File: src/rtl/incdec_pkg.sv
package incdec_pkg;
    localparam int unsigned BYTE_W = 8;
    localparam int unsigned PAIR_W = 2 * BYTE_W;
    localparam int unsigned NSLOT  = 8;
    localparam logic [2:0]  MEM_SLOT = 3'd6;

    typedef enum logic [1:0] {OP_NONE, OP_R8, OP_R16, OP_MEM} op_kind_e;
    typedef enum logic [1:0] {ST_IDLE, ST_RD, ST_CAP, ST_WR} seq_e;

    typedef struct packed {
        logic       legal;
        op_kind_e   kind;
        logic       down;
        logic [2:0] r8_sel;
        logic [1:0] pair_sel;
    } op_dec_t;
endpackage

File: src/rtl/incdec_decode.sv
module incdec_decode
    import incdec_pkg::*;
(
    input  logic [7:0] opcode_i,
    output op_dec_t    dec_o
);
    always_comb begin
        dec_o      = '0;
        dec_o.kind = OP_NONE;
        if (opcode_i[7:6] == 2'b00) begin
            case (opcode_i[2:0])
                3'b100, 3'b101: begin
                    dec_o.legal  = 1'b1;
                    dec_o.down   = opcode_i[0];
                    dec_o.r8_sel = opcode_i[5:3];
                    dec_o.kind   = (opcode_i[5:3] == MEM_SLOT) ? OP_MEM : OP_R8;
                end
                3'b011: begin
                    dec_o.legal    = 1'b1;
                    dec_o.down     = opcode_i[3];
                    dec_o.pair_sel = opcode_i[5:4];
                    dec_o.kind     = OP_R16;
                end
                default: dec_o.kind = OP_NONE;
            endcase
        end
    end
endmodule

File: src/rtl/incdec_alu8.sv
module incdec_alu8
    import incdec_pkg::*;
(
    input  logic [BYTE_W-1:0] val_i,
    input  logic              down_i,
    output logic [BYTE_W-1:0] res_o,
    output logic              z_o,
    output logic              n_o,
    output logic              h_o
);
    always_comb begin
        res_o = down_i ? (val_i - 1'b1) : (val_i + 1'b1);
        z_o   = (res_o == '0);
        n_o   = down_i;
        h_o   = down_i ? (val_i[3:0] == 4'h0) : (val_i[3:0] == 4'hF);
    end
endmodule

File: src/rtl/incdec_unit.sv
module incdec_unit
    import incdec_pkg::*;
#(
    parameter int unsigned PC_W   = 16,
    parameter logic [15:0] RST_PC = 16'h0100,
    parameter logic [15:0] RST_SP = 16'hFFFE
) (
    input  logic              clk,
    input  logic              rst_n,
    input  logic              start_i,
    input  logic [7:0]        opcode_i,
    input  logic              wr_en_i,
    input  logic [2:0]        wr_sel_i,
    input  logic [15:0]       wr_data_i,
    output logic              mem_req_o,
    output logic              mem_we_o,
    output logic [15:0]       mem_addr_o,
    output logic [7:0]        mem_wdata_o,
    input  logic [7:0]        mem_rdata_i,
    output logic [63:0]       gpr_o,
    output logic [15:0]       sp_o,
    output logic [PC_W-1:0]   pc_o,
    output logic [3:0]        flags_o,
    output logic              busy_o,
    output logic              done_o,
    output logic              illegal_o
);
    localparam int unsigned FZ = 3, FN = 2, FH = 1, FC = 0;

    typedef struct packed {
        seq_e                          seq;
        logic [NSLOT-1:0][BYTE_W-1:0]  gpr;
        logic [PAIR_W-1:0]             sp;
        logic [PC_W-1:0]               pc;
        logic [3:0]                    flags;
        logic [BYTE_W-1:0]             tmp;
        logic                          down;
        logic                          done;
        logic                          illegal;
    } state_t;

    state_t  st_d, st_q;
    op_dec_t dec;
    logic    accept;
    logic [BYTE_W-1:0] alu_in, alu_res;
    logic    alu_down, alu_z, alu_n, alu_h;

    incdec_decode u_decode (
        .opcode_i (opcode_i),
        .dec_o    (dec)
    );

    assign alu_in   = (st_q.seq == ST_CAP) ? mem_rdata_i : st_q.gpr[dec.r8_sel];
    assign alu_down = (st_q.seq == ST_CAP) ? st_q.down   : dec.down;

    incdec_alu8 u_alu (
        .val_i  (alu_in),
        .down_i (alu_down),
        .res_o  (alu_res),
        .z_o    (alu_z),
        .n_o    (alu_n),
        .h_o    (alu_h)
    );

    function automatic logic [PAIR_W-1:0] pair_rd(state_t s, logic [1:0] p);
        case (p)
            2'd0:    return {s.gpr[0], s.gpr[1]};
            2'd1:    return {s.gpr[2], s.gpr[3]};
            2'd2:    return {s.gpr[4], s.gpr[5]};
            default: return s.sp;
        endcase
    endfunction

    function automatic state_t pair_wr(state_t s, logic [1:0] p, logic [PAIR_W-1:0] v);
        state_t r;
        r = s;
        case (p)
            2'd0:    {r.gpr[0], r.gpr[1]} = v;
            2'd1:    {r.gpr[2], r.gpr[3]} = v;
            2'd2:    {r.gpr[4], r.gpr[5]} = v;
            default: r.sp = v;
        endcase
        return r;
    endfunction

    assign accept = start_i && (st_q.seq == ST_IDLE);

    always_comb begin
        logic [PAIR_W-1:0] pv;
        st_d         = st_q;
        st_d.done    = 1'b0;
        st_d.illegal = 1'b0;
        pv           = pair_rd(st_q, dec.pair_sel);
        case (st_q.seq)
            ST_IDLE: begin
                if (accept) begin
                    if (!dec.legal) begin
                        st_d.done    = 1'b1;
                        st_d.illegal = 1'b1;
                    end else begin
                        case (dec.kind)
                            OP_R8: begin
                                st_d.gpr[dec.r8_sel] = alu_res;
                                st_d.flags[FZ] = alu_z;
                                st_d.flags[FN] = alu_n;
                                st_d.flags[FH] = alu_h;
                                st_d.pc   = st_q.pc + 1'b1;
                                st_d.done = 1'b1;
                            end
                            OP_R16: begin
                                st_d = pair_wr(st_d, dec.pair_sel,
                                               dec.down ? (pv - 1'b1) : (pv + 1'b1));
                                st_d.pc   = st_q.pc + 1'b1;
                                st_d.done = 1'b1;
                            end
                            OP_MEM: begin
                                st_d.seq  = ST_RD;
                                st_d.down = dec.down;
                            end
                            default: st_d.seq = ST_IDLE;
                        endcase
                    end
                end else if (wr_en_i) begin
                    case (wr_sel_i)
                        3'd0, 3'd1, 3'd2, 3'd3:
                            st_d = pair_wr(st_q, wr_sel_i[1:0], wr_data_i);
                        3'd4: begin
                            st_d.gpr[7] = wr_data_i[15:8];
                            st_d.flags  = wr_data_i[3:0];
                        end
                        3'd5:    st_d.pc = wr_data_i[PC_W-1:0];
                        default: st_d.seq = ST_IDLE;
                    endcase
                end
            end
            ST_RD:  st_d.seq = ST_CAP;
            ST_CAP: begin
                st_d.tmp       = alu_res;
                st_d.flags[FZ] = alu_z;
                st_d.flags[FN] = alu_n;
                st_d.flags[FH] = alu_h;
                st_d.pc        = st_q.pc + 1'b1;
                st_d.seq       = ST_WR;
            end
            default: begin
                st_d.seq  = ST_IDLE;
                st_d.done = 1'b1;
            end
        endcase
    end

    always_ff @(posedge clk or negedge rst_n) begin
        if (!rst_n) begin
            st_q         <= '0;
            st_q.seq     <= ST_IDLE;
            st_q.sp      <= RST_SP;
            st_q.pc      <= RST_PC[PC_W-1:0];
        end else begin
            st_q <= st_d;
        end
    end

    assign mem_req_o   = (st_q.seq == ST_RD) || (st_q.seq == ST_WR);
    assign mem_we_o    = (st_q.seq == ST_WR);
    assign mem_addr_o  = {st_q.gpr[4], st_q.gpr[5]};
    assign mem_wdata_o = st_q.tmp;
    assign gpr_o       = st_q.gpr;
    assign sp_o        = st_q.sp;
    assign pc_o        = st_q.pc;
    assign flags_o     = st_q.flags;
    assign busy_o      = (st_q.seq != ST_IDLE);
    assign done_o      = st_q.done;
    assign illegal_o   = st_q.illegal;

    // a register-form opcode accepted by the decoder moves the PC by one
    p_pc_step_r7: assert property (@(posedge clk) disable iff (!rst_n)
        (accept && dec.legal && dec.kind != OP_MEM) |=> (pc_o == $past(pc_o) + 1'b1));

    // carry only changes through the preload port
    p_carry_kept_r8: assert property (@(posedge clk) disable iff (!rst_n)
        !wr_en_i |=> (flags_o[FC] == $past(flags_o[FC])));

    // every write is preceded, two cycles earlier, by a read of the same address
    p_mem_rmw_r2: assert property (@(posedge clk) disable iff (!rst_n)
        (mem_req_o && mem_we_o) |->
            ($past(mem_req_o, 2) && !$past(mem_we_o, 2) && mem_addr_o == $past(mem_addr_o, 2)));

    // an illegal completion leaves architectural state untouched
    p_illegal_quiet_r9: assert property (@(posedge clk) disable iff (!rst_n)
        illegal_o |-> (pc_o == $past(pc_o) && gpr_o == $past(gpr_o)
                       && sp_o == $past(sp_o) && flags_o == $past(flags_o)));

    // a start during a memory form changes no register
    p_busy_ignore_r11: assert property (@(posedge clk) disable iff (!rst_n)
        (start_i && busy_o) |=> (gpr_o == $past(gpr_o) && sp_o == $past(sp_o)));

    // done is a single-cycle pulse
    p_done_pulse_r10: assert property (@(posedge clk) disable iff (!rst_n)
        done_o |=> !done_o);
endmodule

File: config.mk
export PLATFORM = sky130hd
export DESIGN_NAME = incdec_unit
export DESIGN_NICKNAME = d
export VERILOG_FILES = /design/src/rtl/incdec_pkg.sv /design/src/rtl/incdec_decode.sv /design/src/rtl/incdec_alu8.sv /design/src/rtl/incdec_unit.sv
export SDC_FILE = /design/constraint.sdc
export NUM_CORES = 1
export LEC_CHECK = 0
export ABC_AREA = 1
export ABC_CLOCK_PERIOD_IN_PS = 3450
export BUFFER_PORTS_ARGS = -buffer_cell sky130_fd_sc_hd__buf_2
export CAP_MARGIN = 20
export CORE_MARGIN = 2
export CORE_UTILIZATION = 45
export DETAILED_ROUTE_END_ITERATION = 10
export HOLD_SLACK_MARGIN = 0.1
export PLACE_DENSITY = 0.64
export SYNTH_ARGS = -nofsm -noshare
export SYNTH_HDL_FRONTEND = slang
export SYNTH_SLANG_ARGS = --single-unit
File: constraint.sdc
create_clock -name clk -period 3.45 [get_ports clk]
set_input_delay 0.5175 -clock clk [delete_from_list [all_inputs] [get_ports clk]]
set_output_delay 0.5175 -clock clk [all_outputs]
set_load 0.02 [all_outputs]
== After elaboration in Yosys (flattened, before gate mapping) ==
Index checks and enable logic that the tools add are counted.

* Register bits: 113
* Logic and storage cells: 152
* Input port bits: 39
* Output and inout port bits: 129

* Eq/ne operators: 40
* Reductions and logical operators: 38
* Bitwise logic cells: 3
* Muxes and demuxes: 47
* Add/sub/neg operators: 5
* Order comparisons: 2

{| class="wikitable"
|+ Operators by type and width
! kind !! count
|-
| $mux W113 || 2
|-
| $mux W16 || 11
|-
| $pmux W64 S2 || 1
|-
| $mux W111 || 1
|-
| $pmux W19 S2 || 2
|-
| $bwmux W64 || 1
|-
| $mux W64 || 1
|-
| $pmux W16 S3 || 1
|-
| $mux W8 || 5
|-
| $add A16 B1 Y16 const B || 2
|-
| $reduce_and A7 Y1 || 4
|-
| $bmux W8 S3 || 1
|-
| $demux W8 S3 || 1
|-
| $ne A3 B3 Y1 const B || 6
|-
| $pmux W8 S2 || 1
|-
| $reduce_bool A2 Y1 || 8
|-
| $sub A16 B1 Y16 const B || 1
|-
| $eq A3 B3 Y1 const B || 5
|-
| $ne A3 B2 Y1 const B || 5
|-
| $eq A2 B2 Y1 const B || 6
|-
| $reduce_and A4 Y1 || 3
|-
| $reduce_and A6 Y1 || 2
|-
| $mux W2 || 5
|-
| $reduce_and A5 Y1 || 2
|-
| other kinds (32) || 58
|}

== Logic depth before layout (Yosys ltp) ==
* Depth after elaboration: 14
* Depth in mapped cells: 28

== Modules after synthesis ==
Synthesis repeated with hierarchy kept, for this count alone.

* Cell total of the unflattened synthesis: 1384
* Area, all modules: 9404.0 um2

{| class="wikitable"
|+ Modules (own cells, without submodules)
! module !! area each (um2) !! instances !! cells each
|-
| incdec_unit || 8816.0 || 1 || 1274
|-
| incdec_alu8 || 469.2 || 1 || 85
|-
| incdec_decode || 118.9 || 1 || 25
|}

== Least setup slack after synthesis ==
OpenSTA, ideal clock, no wires.

* Kind: input to register
* From: input opcode_i[6]
* To: register st_q (netlist bit gpr_o[4])
* Required time: 3.321 ns
* Stages: 26
* Arrival time: 3.384 ns
* Setup slack: -0.062 ns
* Path through: inv_1 nand2_4 nor2_2 nand2_2 nor2_1 inv_1 buf_2 clkbuf_1 o21ai_0 inv_1 fa_1 nand3_1 nand2_1 nand2_1 nand2_1 nand2_1 nand2_1 nand2_1 nand2_1 a21boi_0 o21ai_0 xor2_1 nand2_1 o21ai_1 a21oi_1 o21ai_1

* Word-level cells in the longest chain between the ends: 11
* Elaborated cells between the ends (all ways): 32
* Those cells by class: 4 x add/sub; 2 x order compare; 7 x eq/ne; 15 x mux; 4 x reduce/logical

{| class="wikitable"
|+ Ends and longest elaborated chain
! what !! RTL line !! source
|-
| start: declaration || incdec_unit.sv:11 || <nowiki>input logic [7:0] opcode_i,</nowiki>
|-
| $logic_not A2 Y1 * || incdec_decode.sv:10 || <nowiki>if (opcode_i[7:6] == 2'b00) begin</nowiki>
|-
| $mux W9 * || incdec_decode.sv:10 ||
|-
| $bmux W8 S3 || incdec_unit.sv:53 || <nowiki>assign alu_in = (st_q.seq == ST_CAP) ? mem_rdata_i : st_q.gpr[dec.r8_sel];</nowiki>
|-
| $mux W8 (not written as such) || incdec_unit.sv:53 ||
|-
| $mux W8 || incdec_unit.sv:53 ||
|-
| $add A8 B1 Y8 / $sub A8 B1 Y8 (equally long branches) || incdec_alu8.sv:12 || <nowiki>res_o = down_i ? (val_i - 1'b1) : (val_i + 1'b1);</nowiki>
|-
| $mux W8 || incdec_alu8.sv:12 ||
|-
| $bwmux W64 || incdec_unit.sv:103 || <nowiki>st_d.gpr[dec.r8_sel] = alu_res;</nowiki>
|-
| $pmux W64 S2 || incdec_unit.sv:101 || <nowiki>case (dec.kind)</nowiki>
|-
| $mux W111 || incdec_unit.sv:97 || <nowiki>if (!dec.legal) begin</nowiki>
|-
| $mux W113 || incdec_unit.sv:96 || <nowiki>if (accept) begin</nowiki>
|-
| end signal: assignment || incdec_unit.sv:159 || <nowiki>st_q <= st_d;</nowiki>
|-
| end: declaration || incdec_unit.sv:42 || <nowiki>state_t st_d, st_q;</nowiki>
|}

Mark *: on every way between the ends. The rest lies on a longest branch, timed or not. The select of a mux whose other input is x is not followed.
A chain may end at the register's enable or synchronous reset.

== Worst setup path after layout ==
* From: input opcode_i[6]
* To: register st_q (netlist bit flags_o[3])

* Word-level cells in the longest chain between the ends: 12
* Elaborated cells between the ends (all ways): 20
* Those cells by class: 2 x add/sub; 5 x eq/ne; 10 x mux; 3 x reduce/logical

{| class="wikitable"
|+ Ends and longest elaborated chain
! what !! RTL line !! source
|-
| $logic_not A2 Y1 * || incdec_decode.sv:10 ||
|-
| $mux W9 * || incdec_decode.sv:10 ||
|-
| $bmux W8 S3 || incdec_unit.sv:53 ||
|-
| $mux W8 (not written as such) || incdec_unit.sv:53 ||
|-
| $mux W8 || incdec_unit.sv:53 ||
|-
| $add A8 B1 Y8 / $sub A8 B1 Y8 (equally long branches) || incdec_alu8.sv:12 ||
|-
| $mux W8 || incdec_alu8.sv:12 ||
|-
| $logic_not A8 Y1 || incdec_alu8.sv:13 || <nowiki>z_o = (res_o == '0);</nowiki>
|-
| $pmux W19 S2 || incdec_unit.sv:101 ||
|-
| $mux W111 || incdec_unit.sv:97 ||
|-
| $mux W113 || incdec_unit.sv:96 ||
|-
| $pmux W19 S2 || incdec_unit.sv:94 || <nowiki>case (st_q.seq)</nowiki>
|}

Marked as above.

==> results list <==
- Result of the run: completed
- Summing over every cut layer, the via total after detailed routing is 9825.
- Of the synthesized area, sequential elements account for 0.299.
- During placement, the flow inserted port buffers numbering 167.
* Area of the mapped netlist: 0.00951 mm²
- Max stage delay cell, worst path: o41ai_1
- Based on the critical path, the design can be clocked at up to 313 MHz.
- In this run the worst hold path is classified as input port to asynchronous set/reset pin.
- Total length of routed wires: 35500 µm
* Total cell area at the placement stage: 0.0105 mm²
- After synthesis the netlist holds a flip-flop and latch count of 113.
- Detail Placement HPWL: 28400 µm
* Routed Antenna Nets: 0
- The total overflow left after global routing is 0.
* Design area: 0.0113 mm²
- Slew at the pin closest to its max-slew limit: 0.635 ns
- Worst hold-check slack: 0.100 ns
* Std cell rows: 53
* Syn Nets: 1428
* PnR worst setup slack: 0.256 ns
* Number of distinct library cell variants in the gate-level netlist after synthesis: 60
- Final Wtd Congestion: 0.978
- Across the VDD grid, the largest voltage drop is 0.000487 V.
- Average vias per placed instance: 5.44
- H-Tree Level Count: 4
* Clock insertion delay at the later pin of the skew report: 0.42 ns
- TritonCTS built the clock tree.
* Origin of the worst setup path: opcode_i[6]
- Area growth from synthesis to layout: 18.4%
- Category of the worst setup path launch point: input port
* Placement Setup Slack: -0.319 ns
- Max stage delay on crit path: 0.48 ns
* Global-route wire length before repair: 52900 µm
- Yosys warning count: 0
- FILL cells: 2106
- After clock tree synthesis, the clock-pin slew on the worst setup and hold paths is 0.05 ns.
- In the final layout, the share of cells above drive strength 1 is 0.294.
- The final-report max-slew violation count is 0.
* Total CTS buffers: 17
* Mapped Cells: 1361
- Relative max-transition margin: 0.577
- The detailed router finished its first iteration with 869 violations.
* CTS Buffer Depth: 2
- Kind of cell adding the most delay to the critical path: compound AO/OA/AOI/OAI gates
* Floorplan die width: 149 µm
- Area of the multi-input gates: 0.00502 mm²
- Vias in the first global route: 9083
- In this run, synthesis inferred 0 flip-flops with an integrated enable.
- CTS placed an instance of clkbuf_16 at the clock tree root.
- Global-route usage over all layers: 0.320
- For this design the static power due to leakage is 5.76 nW.
* CP Data Required Time: 3.80 ns
- Final period util: 0.926
- Minimum clock period after layout: 3.19 ns
- 168 I/O pins were placed.
- The worst setup path is of the input port to flop kind.
* Setup skew after layout: 0.00729 ns
- Largest net degree at the start of global routing: 46
- Worst Path Buf+Inv: 6
- For this configuration, the core starts out at a cell density of 0.455.
- Area inside the core boundary: 0.0209 mm²
- Max-Cap Viols: 0
* Count of hold buffers inserted by post-cts repair: 0
* Most used cell, CP: buf_4
- Setup violations remaining at the end of the flow were counted as 0.
- The number of failing hold endpoints at the final stage came to 0.
- Maximum fanout count along the critical path: 8
* Syn Area/Cell: 6.99 µm²
- Among all flip-flop cells after synthesis, the most frequent one is dfrtp_1.
- Counting flops with an async set or reset pin after synthesis yields a share of 1.00.
* DRT Pass-1 Iters: 6
- Number of clock sinks seen by CTS: 113
- Capturing element type of the critical path: flop
* DIE HEIGHT: 149 µm
* WP data arrival: 3.54 ns
* Pwr Density: 916 mW/mm²
- Number of nets at the end of the flow: 1583
- In this run the critical register-to-register path is launched from st_q[111]$_DFFE_PN0P_.
- Full die area: 0.0223 mm²
- Initial antenna violation count: 0
- Registers take 0.00285 mm².
- Cells along the critical path: buf_2 > nor2_4 > buf_4 > buf_4 > nand3_4 > nor2_1 > inv_1 > o22ai_1 > o41ai_1 > buf_4 > ha_1 > inv_1 > o21ai_0 > nand2_1 > nand2_1 > a21oi_2 > nand3_2 > nand2_2 > nand4_1 > a21oi_1
- Routed wire length per instance: 19.7 µm
- For this run, design rule violations remaining after detail routing come to 0.
## per-stage QoR
stage	cells	power (mW)	setup TNS, ns	utilization
finish	1805	10.3	0	0.539
global route	1804	11.0	-0.0163	0.539
CTS	1800	10.2	0	0.533
detailed placement	1768	8.38	-4.47	0.505
global placement	1768	8.35	-3.10	0.505
floorplan	1361	6.96	0	-
## metal layers
layer  wire length, µm  vias up  global-route usage  share of wire
met4              1160        0               0.112          0.033
met1             15400     4553               0.446           0.43
met5                 0        -                   0              0
met2             15600      527               0.492           0.44
met3              3430       80              0.0657          0.096
li1                  -     4665                   -              -
## cells in the mapped netlist (3+ instances only)
cell,instances,area [µm²]
buf_6,7,78.8
nand2_1,288,1080
nand3_1,63,315
a22oi_2,4,50.1
nor3_1,9,45.0
dfrtp_1,97,2430
inv_2,12,45.0
dfstp_2,16,420
or2_2,3,18.8
a22oi_1,5,37.5
o22ai_1,15,93.8
o21a_1,4,30.0
nor2_1,148,556
nor2_2,8,50.1
nand3_2,9,90.1
a31oi_1,26,163
o21ai_1,34,170
inv_1,134,503
o21ai_0,106,531
xnor2_1,4,35.0
ha_1,27,338
nand4_1,13,81.3
clkinv_1,5,18.8
buf_2,6,30.0
xor2_1,15,131
a21oi_1,70,350
nor3_2,3,30.0
a2bb2oi_1,3,26.3
o211ai_1,10,75.1
buf_4,128,961
nand2_4,4,45.0
nand2_2,21,131
clkbuf_1,15,56.3
a21oi_2,13,114
## worst register-to-register path, delay by kind of cell, from the launching register on
family,cells,cell delay [ns]
and+or+nand+nor,7,0.87
adders and majority gates,2,0.42
DFF,1,0.41
AOI/OAI and AO/OA,4,0.68
buffers and inverters,4,0.60
## registers in the layout, indices dropped and copies added (netlist names)
| register | count |
|---|---|
| flags_o | 4 |
| mem_wdata_o | 8 |
| pc_o | 16 |
| sp_o | 16 |
| illegal_o | 1 |
| gpr_o | 64 |
| done_o | 1 |
| st_q | 3 |
## final timing paths
path | end | slack [ns] | depth (start not counted)
worst max-delay path | flags_o[3]$_DFFE_PN0P_ | 0.26 | 20
max in group asynchronous | sp_o[5]$_DFFE_PN1P_ | 2.55 | 2
worst max register to register | gpr_o[20]$_DFFE_PN0P_ | 0.34 | 17
worst min-delay path | pc_o[5]$_DFFE_PN0P_ | 0.10 | 1
min in group clk | sp_o[7]$_DFFE_PN1P_ | 0.37 | 3
worst min register to register | mem_wdata_o[0]$_DFFE_PN0P_ | 0.48 | 1
## kinds of logic after synthesis
family / after synthesis / synth area share
AND/OR/NAND/NOR: 581 / 0.272
adder cells (fa/ha/maj): 28 / 0.0376
buffers and inverters: 311 / 0.181
XOR/XNOR: 19 / 0.0175
flip-flops: 113 / 0.299
AO/OA/AOI/OAI: 309 / 0.193
## where the power goes
| part | switching (mW) | internal [mW] | total, mW |
|---|---|---|---|
| Clock | 0.662 | 1.17 | 1.83 |
| Sequential | 0.798 | 2.00 | 2.79 |
| Combinational | 3.75 | 1.94 | 5.69 |
| Total | 5.21 | 5.10 | 10.3 |
## what timing repair did
item	CTS	global route
gates resized for setup	0	23
setup buffers	0	4
hold endpoints to repair	0	0
setup endpoints to repair	0	23
## cell type report
type | instances | area share
Antenna cell | 1 | 0.000222
Clock buffer | 22 | 0.0412
Clock inverter | 10 | 0.0119
Inverter | 152 | 0.0512
Multi-Input combinational cell | 937 | 0.446
Sequential cell | 113 | 0.253
Tap cell | 275 | 0.0306
Timing Repair Buffer | 295 | 0.166
## placed cells by master (no fill, tap or decap), types with 27 or more instances in the layout
cell type / count
nand2_1: 286
buf_2: 166
nor2_1: 147
inv_1: 132
buf_4: 123
o21ai_0: 104
dfrtp_1: 97
a21oi_1: 65
nand3_1: 62
o21ai_1: 34
ha_1: 27
Power figures use the tool's default switching activity.
